File: src/rtl/lane_pick_pkg.sv
package lane_pick_pkg;
    typedef enum logic [1:0] {
        ST_HALT = 2'd0,
        ST_PASS = 2'd1,
        ST_DROP = 2'd2
    } pick_state_e;
endpackage

File: src/rtl/lane_select_hold.sv
module lane_select_hold #(
    parameter int SEL_W = 4
) (
    input  logic             clk,
    input  logic             rst_n,
    input  logic             restart,
    input  logic [SEL_W-1:0] img_sel,
    input  logic [SEL_W-1:0] img_count,
    output logic [SEL_W-1:0] tgt_q,
    output logic [SEL_W-1:0] cnt_q,
    output logic             sel_ok_q,
    output logic             arm_hit
);
    logic sel_ok_raw;

    always_comb begin
        sel_ok_raw = (img_sel != '0) && (img_sel <= img_count);
        arm_hit    = sel_ok_raw && (img_sel == SEL_W'(1));
    end

    always_ff @(posedge clk or negedge rst_n) begin
        if (!rst_n) begin
            tgt_q    <= '0;
            cnt_q    <= '0;
            sel_ok_q <= 1'b0;
        end else if (restart) begin
            tgt_q    <= img_sel - SEL_W'(1);
            cnt_q    <= img_count;
            sel_ok_q <= sel_ok_raw;
        end
    end

    // captured configuration only moves at a restart
    assert_cfg_hold_R8: assert property (@(posedge clk) disable iff (!rst_n)
        !restart |=> ($stable(tgt_q) && $stable(cnt_q) && $stable(sel_ok_q)));
endmodule

File: src/rtl/lane_chunk_tracker.sv
module lane_chunk_tracker #(
    parameter int CHUNK_LEN = 288,
    parameter int SEL_W     = 4
) (
    input  logic             clk,
    input  logic             rst_n,
    input  logic             clear,
    input  logic             step,
    input  logic [SEL_W-1:0] cnt_q,
    output logic             chunk_end,
    output logic [SEL_W-1:0] idx_nxt
);
    localparam int              OFF_W    = (CHUNK_LEN > 1) ? $clog2(CHUNK_LEN) : 1;
    localparam logic [OFF_W-1:0] OFF_LAST = OFF_W'(CHUNK_LEN - 1);

    logic [OFF_W-1:0] off_q;
    logic [SEL_W-1:0] idx_q;
    logic [SEL_W:0]   idx_inc;

    always_comb begin
        idx_inc   = {1'b0, idx_q} + (SEL_W + 1)'(1);
        idx_nxt   = (idx_inc >= {1'b0, cnt_q}) ? '0 : idx_inc[SEL_W-1:0];
        chunk_end = step && (off_q == OFF_LAST);
    end

    always_ff @(posedge clk or negedge rst_n) begin
        if (!rst_n) begin
            off_q <= '0;
            idx_q <= '0;
        end else if (clear) begin
            off_q <= '0;
            idx_q <= '0;
        end else if (step) begin
            if (off_q == OFF_LAST) begin
                off_q <= '0;
                idx_q <= idx_nxt;
            end else begin
                off_q <= off_q + OFF_W'(1);
            end
        end
    end

    assert_off_bound_R3: assert property (@(posedge clk) disable iff (!rst_n)
        off_q <= OFF_LAST);
    assert_idx_bound_R3: assert property (@(posedge clk) disable iff (!rst_n)
        (cnt_q != '0) |-> (idx_q < cnt_q));
    assert_clear_zero_R2: assert property (@(posedge clk) disable iff (!rst_n)
        clear |=> (off_q == '0 && idx_q == '0));
    assert_step_count_R6: assert property (@(posedge clk) disable iff (!rst_n)
        (step && !clear && off_q != OFF_LAST) |=> (off_q == $past(off_q) + OFF_W'(1)));
endmodule

File: src/rtl/image_lane_picker.sv
module image_lane_picker
    import lane_pick_pkg::*;
#(
    parameter int DATA_W     = 8,
    parameter int CHUNK_LEN  = 288,
    parameter int MAX_IMAGES = 8,
    localparam int SEL_W     = $clog2(MAX_IMAGES + 1)
) (
    input  logic              clk,
    input  logic              rst_n,
    input  logic              restart,
    input  logic [SEL_W-1:0]  img_sel,
    input  logic [SEL_W-1:0]  img_count,
    input  logic              up_valid,
    input  logic [DATA_W-1:0] up_data,
    output logic              up_ready,
    output logic              dn_valid,
    output logic [DATA_W-1:0] dn_data,
    input  logic              dn_ready
);
    pick_state_e      state_q, state_d;
    logic [SEL_W-1:0] tgt_q, cnt_q, idx_nxt;
    logic             sel_ok_q, arm_hit, chunk_end, step;

    lane_select_hold #(.SEL_W(SEL_W)) u_hold (
        .clk(clk), .rst_n(rst_n), .restart(restart),
        .img_sel(img_sel), .img_count(img_count),
        .tgt_q(tgt_q), .cnt_q(cnt_q), .sel_ok_q(sel_ok_q), .arm_hit(arm_hit)
    );

    lane_chunk_tracker #(.CHUNK_LEN(CHUNK_LEN), .SEL_W(SEL_W)) u_track (
        .clk(clk), .rst_n(rst_n), .clear(restart), .step(step),
        .cnt_q(cnt_q), .chunk_end(chunk_end), .idx_nxt(idx_nxt)
    );

    assign step = up_valid && up_ready;

    // next-state logic
    always_comb begin
        state_d = state_q;
        if (restart) begin
            state_d = arm_hit ? ST_PASS : ST_DROP;
        end else begin
            unique case (state_q)
                ST_HALT: state_d = ST_HALT;
                ST_PASS, ST_DROP: begin
                    if (chunk_end)
                        state_d = (sel_ok_q && idx_nxt == tgt_q) ? ST_PASS : ST_DROP;
                end
                default: state_d = ST_HALT;
            endcase
        end
    end

    always_ff @(posedge clk or negedge rst_n) begin
        if (!rst_n) state_q <= ST_HALT;
        else        state_q <= state_d;
    end

    // output logic
    always_comb begin
        dn_data  = up_data;
        up_ready = 1'b0;
        dn_valid = 1'b0;
        if (!restart) begin
            unique case (state_q)
                ST_HALT: begin
                    up_ready = 1'b0;
                    dn_valid = 1'b0;
                end
                ST_PASS: begin
                    up_ready = dn_ready;
                    dn_valid = up_valid;
                end
                ST_DROP: begin
                    up_ready = 1'b1;
                    dn_valid = 1'b0;
                end
                default: begin
                    up_ready = 1'b0;
                    dn_valid = 1'b0;
                end
            endcase
        end
    end

    assert_halt_quiet_R1: assert property (@(posedge clk) disable iff (!rst_n)
        (state_q == ST_HALT && !restart) |-> (!up_ready && !dn_valid));
    assert_restart_block_R2: assert property (@(posedge clk) disable iff (!rst_n)
        restart |-> (!up_ready && !dn_valid));
    assert_out_needs_in_R4: assert property (@(posedge clk) disable iff (!rst_n)
        dn_valid |-> up_valid);
    assert_stall_R7: assert property (@(posedge clk) disable iff (!rst_n)
        (dn_valid && !dn_ready) |-> !up_ready);
    assert_bad_sel_R9: assert property (@(posedge clk) disable iff (!rst_n)
        (!sel_ok_q && state_q != ST_HALT) |-> !dn_valid);
endmodule

File: config.mk
export PLATFORM = sky130hd
export DESIGN_NAME = image_lane_picker
export DESIGN_NICKNAME = d
export VERILOG_FILES = /design/src/rtl/lane_pick_pkg.sv /design/src/rtl/lane_select_hold.sv /design/src/rtl/lane_chunk_tracker.sv /design/src/rtl/image_lane_picker.sv
export SDC_FILE = /design/constraint.sdc
export NUM_CORES = 1
export LEC_CHECK = 0
export BUFFER_PORTS_ARGS = -buffer_cell sky130_fd_sc_hd__buf_2
export CAP_MARGIN = 40
export CORE_MARGIN = 4
export CORE_UTILIZATION = 57
export CTS_BUF_LIST = sky130_fd_sc_hd__clkbuf_4
export DETAILED_ROUTE_END_ITERATION = 6
export PLACE_DENSITY = 0.82
export SKIP_LAST_GASP = 1
export SLEW_MARGIN = 15
export SYNTH_ARGS = -nofsm -noshare
export SYNTH_HDL_FRONTEND = slang
export SYNTH_HIERARCHICAL = 1
export SYNTH_SLANG_ARGS = --single-unit
File: constraint.sdc
create_clock -name clk -period 3.25 [get_ports clk]
set_input_delay 0 -clock clk [delete_from_list [all_inputs] [get_ports clk]]
set_output_delay 0 -clock clk [all_outputs]
set_load 0.01 [all_outputs]
==> results of run 1 <==
[metal layers]
| metal | vias to the layer above | global-route usage | wire, um |
|---|---|---|---|
| met1 | 581 | 0.237 | 1330 |
| li1 | 604 | - | - |
| met5 | - | 0 | 0 |
| met4 | 0 | 0.0727 | 44 |
| met3 | 6 | 0.0419 | 97 |
| met2 | 23 | 0.348 | 1630 |
[critical path, cell delays in order, from the launching register on]
cell and delay [ns]:
dfrtp_1 0.46, ha_1 0.28, xor2_1 0.19, ha_1 0.22, a2111oi_2 0.49, o21ai_1 0.27
nor2b_1 0.19, xnor2_1 0.14, nand4_1 0.13, o31ai_1 0.27
[worst min path at each step]
stage	startpoint	endpoint	slack, ns	cells past startpoint
final	up_data[3]	dn_data[3]	0.00002	0
after global routing	up_data[5]	dn_data[5]	0.00006	0
after CTS	up_data[3]	dn_data[3]	0.00007	0
after detailed placement	up_data[3]	dn_data[3]	0.00007	0
after global placement	up_data[3]	dn_data[3]	0.00007	0
after floorplan	rst_n	state_q[0]$_DFFE_PN0P_	-0.30	0
[report_power, final]
part / switching [mW] / total [mW] / internal (mW)
Sequential: 0.0119 / 0.327 / 0.315
Clock: 0.0909 / 0.136 / 0.0450
Combinational: 0.0580 / 0.107 / 0.0488
Total: 0.161 / 0.569 / 0.408
[state kept, by name (all words and copies together), names as in the netlist]
| name | flops |
|---|---|
| u_track/idx_q | 4 |
| u_hold/cnt_q | 4 |
| u_track/off_q | 9 |
| u_hold/tgt_q | 4 |
| u_hold/sel_ok_q | 1 |
| state_q | 2 |
[cell families after synthesis]
| kind of cell | after synthesis | synth area share |
|---|---|---|
| buffers and inverters | 25 | 0.0823 |
| adder cells (fa/ha/maj) | 15 | 0.114 |
| AO/OA/AOI/OAI | 26 | 0.117 |
| XOR/XNOR | 14 | 0.0747 |
| multiplexers | 7 | 0.0465 |
| AND/OR/NAND/NOR | 56 | 0.200 |
| flip-flops | 24 | 0.366 |
[stage by stage]
stage	power [mW]	hold WS [ns]	std cells	cell area, um^2
after floorplan	0.408	-0.296	167	1640
after detailed placement	0.435	0.0000686	201	1670
after global placement	0.426	0.0000686	201	1670
final	0.569	0.0000198	210	1740
after global routing	0.610	0.0000612	210	1740
after CTS	0.572	0.0000686	210	1740
[placed cells by master, fill, tap and decap left out, drive strengths merged, types with 3 or more instances in the layout]
master        n
a21oi         7
buf          14
clkbuf        3
dfrtp        24
dlygate4sd3   5
ha           15
inv          14
mux2          5
nand2         5
nand2b        7
nand3         4
nand4         5
nor2         16
nor2b         3
nor3          6
o21ai         4
o32ai         3
xnor2         9
xor2          5
[cell usage after synthesis (2+ instances only)]
cell,n,area share
mux2_2,5,0.034
nand3_1,4,0.012
xor2_1,5,0.027
nand4_1,5,0.019
and4_1,2,0.011
nand2_1,5,0.011
o32ai_1,3,0.016
mux2i_1,2,0.012
o31ai_1,2,0.0091
o21ai_0,3,0.0091
nor2b_1,3,0.011
nand2b_1,7,0.027
a21oi_1,6,0.018
buf_4,9,0.041
dfrtp_1,24,0.37
nor3_1,4,0.012
xnor2_1,9,0.048
inv_1,14,0.032
nor2_1,16,0.037
ha_1,15,0.11
[final cells by class]
type	instances	area, um^2
Sequential cell	24	601
Tap cell	31	38.8
Timing Repair Buffer	19	120
Fill cell	237	1010
Inverter	14	52.6
Multi-Input combinational cell	118	906
Clock buffer	3	22.5
Clock inverter	1	3.75
==> results.md, run 1 <==
* Status: complete, no violations
* Post-Syn Area at 1640 um^2
* P_leak at roughly 0.79 nW
* # IOs at 31
* Final ANT Viol Nets at 0
* Post-synth EDFFs at 0
* Place WS at 0.568 ns
* Hpwl dp at 2260 um
* Hold Path Class: in2out
* Worst R2R End: state_q[0]$_DFFE_PN0P_
* WL final at 3110 um
* WP data required at 3.48 ns
* Sequential area share after synthesis at 0.366
* Layout cell share with drive strength beyond 1 at 0.168
* Die area at between 3000 and 4000 um^2
* Post-CTS Setup Repair Bufs at 0
* Overall global routing resource usage at 0.198
* Detailed Routing Iterations Pass 1 at 4
* GP Congestion at 0.790
* Mapped Avg Cell Area at slightly below 10 um^2
* CTS max path bufs at 2
* Final Hold Viols at 0
* CP Max Fanout at 7
* DRC at 0
* Reg clk slew, reported paths at 0.13 ns
* Crit end category: flip-flop
* Final Critical Period at 2.74 ns
* Clock Skew at 0.00368 ns
* Die width at 61.7 um
* Antenna cells at 0
* Synth unique cells at 44
* Worst reg2reg path startpoint: u_track/idx_q[0]$_DFFE_PN0P_
* Mapped Cells at 167
* Ys Warns at 6
* Largest net degree at the start of global routing at 35
* Antenna violations before repair at 0
* Number of global-route vias before repair at 1,281
* Startpoint class of the critical path: flip-flop
* TNS Setup at 0 ns
* Maximum VDD drop at 0.211 mV
* Critical Setup Path Class: reg2reg
* Clock tree root buffer cell: clkbuf_4
* Critical Path AT at between 2 and 3 ns
* Final Slew Violations at 0
* Sink Count at 24
* Slew margin rel. at 0.611
* Post-CTS Resized at 0
* Setup crit end: state_q[0]$_DFFE_PN0P_
* Rows at 19
* Least-Margin Pin Slew at between 0.5 and 0.6 ns
* Clock Latency Late Sink at 0.32 ns
* Max cap viols at 0
* Clock buffer count from CTS at 3
* Port Buffer Count at 14
* Setup Viol. Count Final at 0
* Via count at roughly 1,200
* Pwr/cell area at 326 nW/um^2
* Reg2reg setup slack at between 0.5 and 0.6 ns
* Final setup margin at just over 0.5 ns
* Placeable Area at 2760 um^2
* Routed len/inst at approximately 15 um
* Vias per cell at 5.78
* Achievable Freq at 0.364 GHz
* Syn_nets at 203
* GRT Residual Overflow at 0
* First-pass GRT wire length at 5540 um
* Initial core utilization at 0.595
* CTS tree: yes
* FF+latch count, synth at 24
* Reg2reg path depth at 9
* Number of DRC markers in iteration 0 at 94
* Clock H-tree levels at 1
* Chip height at 61.7 um
* Fin crit share at 0.845
* Async SR Flop Fraction at 1.00
* Layout Nets at 216
* Hold buffer count at cts at 5
* Crit path from: u_track/idx_q[0]$_DFFE_PN0P_
* RSZ-0062 raised after global routing: false
* Area delta synth->final at 6.25%
* Main synth FF type: dfrtp_1
* Final core utilization at 0.632
Power figures use the tool's default switching activity.
==> inputs of run 2 (changes only) <==
Settings changed: ABC_AREA set to 1, CORE_UTILIZATION 57 to 58, PLACE_DENSITY 0.82 to 0.83.
Clock period 3.25 ns to 2.9 ns, I/O delays scaled along.
==> run 2 against run 1 <==
Register-to-register slack improved by 0.02 ns. Die area rose by 2.4%. Cell area grew 8.0%. Worst hold slack hardly changed. Clock-buffer cell count is the same. Sequential power rose by 18%. Clock skew about the same. Via count up 19%. Synthesized area increased by 4.6%. Largest cell class unchanged. Worst setup slack improved by 0.016 ns. Final cell count is 34% higher.
==> results.md, run 2 <==
* Status: complete, no violations
* Ys Warns at 6
* CTS tree: yes
* P_leak at 1.03 nW
* Mapped Cells at 234
* Final ANT Viol Nets at 0
* Post-CTS Setup Repair Bufs at 0
* Max cap viols at 0
* CP Cell Sequence: ha_1 -> nand2_1 -> inv_1 -> nor2_1 -> ha_1 -> nand2_1 -> nand2_1 -> nand2_1 -> nand2_1 -> nor3_1 -> xnor2_1 -> nand3_1 -> nand2_1 -> nand2_1 -> nand2_1 -> nand2_1
* WP data required at 3.13 ns
* Startpoint class of the critical path: flip-flop
* Clock buffer count from CTS at 3
* # IOs at 31
* Overall global routing resource usage at 0.180
* Layout cell share with drive strength beyond 1 at 0.143
* DRC at 0
* Critical Setup Path Class: reg2reg
* Max FFs per register at 9
* Port Buffer Count at 14
* Number of global-route vias before repair at 1,438
* Reg clk slew, reported paths at ~0.14 ns
* Post-Syn Area at 1720 um^2
* Via count at approximately 1,400
* Die area at around 3900 um^2
* GP Congestion at 0.877
* TNS Setup at 0 ns
* First-pass GRT wire length at approximately 5900 um
* PnR Total Power at around 0.86 mW
* RSZ-0062 raised after global routing: false
* Vias per cell at roughly 5.1
* Syn_nets at 270
* Chip height at 62.4 um
* Most frequent cell after synthesis: nand2_1
* Placeable Area at 2780 um^2
* Largest area contributor in the netlist: dfrtp_1
* Area contributors post-synth: dfrtp_1 (35%), nand2_1 (14%), ha_1 (11%), inv_1 (8.5%), nor2_1 (4.6%)
* WL final at 3230 um
* Crit end category: flip-flop
* CP max-delay cell: dfrtp_1
* Die width at 62.4 um
* Main synth FF type: dfrtp_1
* Final Critical Period at 2.38 ns
* Synth unique cells at 26
* Clock H-tree levels at 1
* Commonest cells after routing, fill and taps aside: nand2_1 (62), inv_1 (39), dfrtp_1 (24), nor2_1 (21), ha_1 (15)
* Largest net degree at the start of global routing at 25
* Antenna violations before repair at 0
* CTS max path bufs at 2
* Hold Path Class: in2out
* Sink Count at 24
* Least-Margin Pin Slew at roughly 0.54 ns
* Post-synth EDFFs at 0
* Reg2reg setup slack at 0.52 ns
* Setup Viol. Count Final at 0
* Hold slack at 0.00000443 ns
* Most common cell after layout, fill and taps aside: nand2_1
* Top cell type's share of synthesized area at 0.350
* Antenna cells at 0
* Detailed Routing Iterations Pass 1 at 4
* CP Max Fanout at 6
* Clock Skew at 0.00408 ns
* Commonest cells post-synth: nand2_1 (62), inv_1 (39), dfrtp_1 (24), nor2_1 (21), ha_1 (15)
* Register with the most flip-flops: u_track/off_q
* Slew margin rel. at 0.639
* Initial core utilization at 0.617
* Mapped Avg Cell Area at 7.34 um^2
* Rows at 19
* Layout Nets at 288
* Achievable Freq at 0.420 GHz
* Pwr/cell area at 456 nW/um^2
* Number of DRC markers in iteration 0 at a little under 60
* Maximum VDD drop at 0.419 mV
* Post-CTS Resized at 0
* FF+latch count, synth at 24
* Hpwl dp at 2410 um
* Final Slew Violations at 0
* Clock Latency Late Sink at 0.32 ns
* Final Hold Viols at 0
* Most common cell on crit path: nand2_1
* GRT Residual Overflow at 0
* Sequential area share after synthesis at 0.350
* Async SR Flop Fraction at 1.00
* Clock tree root buffer cell: clkbuf_4
* Critical Path AT at 2.60 ns
* CP max stage delay at about 0.47 ns
* Fin crit share at 0.820
* Area delta synth->final at 9.77%
* Routed len/inst at 11.4 um
run 2: power breakdown:
part           internal (mW)  switching (mW)
combinational         0.0916           0.137
sequential             0.364          0.0236
clock                  0.140           0.104
total                  0.595           0.265
run 2: what timing repair did:
action | CTS | global route
hold buffers | 7 | 0
endpoints found under the setup margin | 0 | 0
endpoints found under the hold margin | 30 | 0
run 2: final timing paths:
| path | from | endpoint | depth (start not counted) |
|---|---|---|---|
| max | u_track/idx_q[0]$_DFFE_PN0P_ | state_q[1]$_DFFE_PN0P_ | 16 |
| min | up_data[5] | dn_data[5] | 0 |
| max reg2reg | u_track/idx_q[0]$_DFFE_PN0P_ | state_q[1]$_DFFE_PN0P_ | 16 |
| min reg2reg | u_hold/cnt_q[0]$_DFFE_PN0P_ | u_hold/cnt_q[0]$_DFFE_PN0P_ | 2 |
| max in group asynchronous | rst_n | u_hold/sel_ok_q$_DFFE_PN0P_ | 2 |
| min in group asynchronous | rst_n | u_hold/cnt_q[1]$_DFFE_PN0P_ | 2 |
run 2: critical path, delay by kind of cell, from the launching register on:
kind                     cells  cell delay, ns
buffers and inverters        1            0.06
adder cells (fa/ha/maj)      2            0.50
flip-flops                   1            0.47
AND/OR/NAND/NOR             12            1.09
XOR/XNOR                     1            0.16
run 2: logic make-up (layout without fill, tap and decap cells):
family | after synthesis | count (layout) | share of synthesized area
compound gates | 20 | 20 | 0.0634
simple gates | 116 | 116 | 0.309
buf+inv | 53 | 70 | 0.138
fa+ha+maj | 15 | 15 | 0.109
flops | 24 | 24 | 0.350
xor+xnor | 6 | 6 | 0.0306
run 2: final cells by class:
cell class,count,area [um^2]
flip-flops and latches,24,601
clock buffers,3,22.5
fillers,239,897
well taps,31,38.8
repair buffers,22,148
inverters,44,165
clock inverters,1,30.0
multi-input cells,157,880
run 2: layer usage:
| layer | global-route usage | wire length [um] | vias to the layer above |
|---|---|---|---|
| met1 | 0.216 | 1440 | 662 |
| met2 | 0.323 | 1650 | 27 |
| li1 | - | - | 750 |
| met3 | 0.0234 | 95 | 4 |
| met4 | 0.0663 | 42 | 0 |
| met5 | 0 | 0 | - |
run 2: metrics by stage:
stage	area, um^2	worst slack, ns	utilization	std cells
finish	1880	0.521	0.677	282
detailed placement	1760	0.549	0.633	271
global route	1880	0.212	0.677	282
CTS	1880	0.538	0.677	282
floorplan	1720	0.801	-	234
global placement	1760	0.615	0.633	271
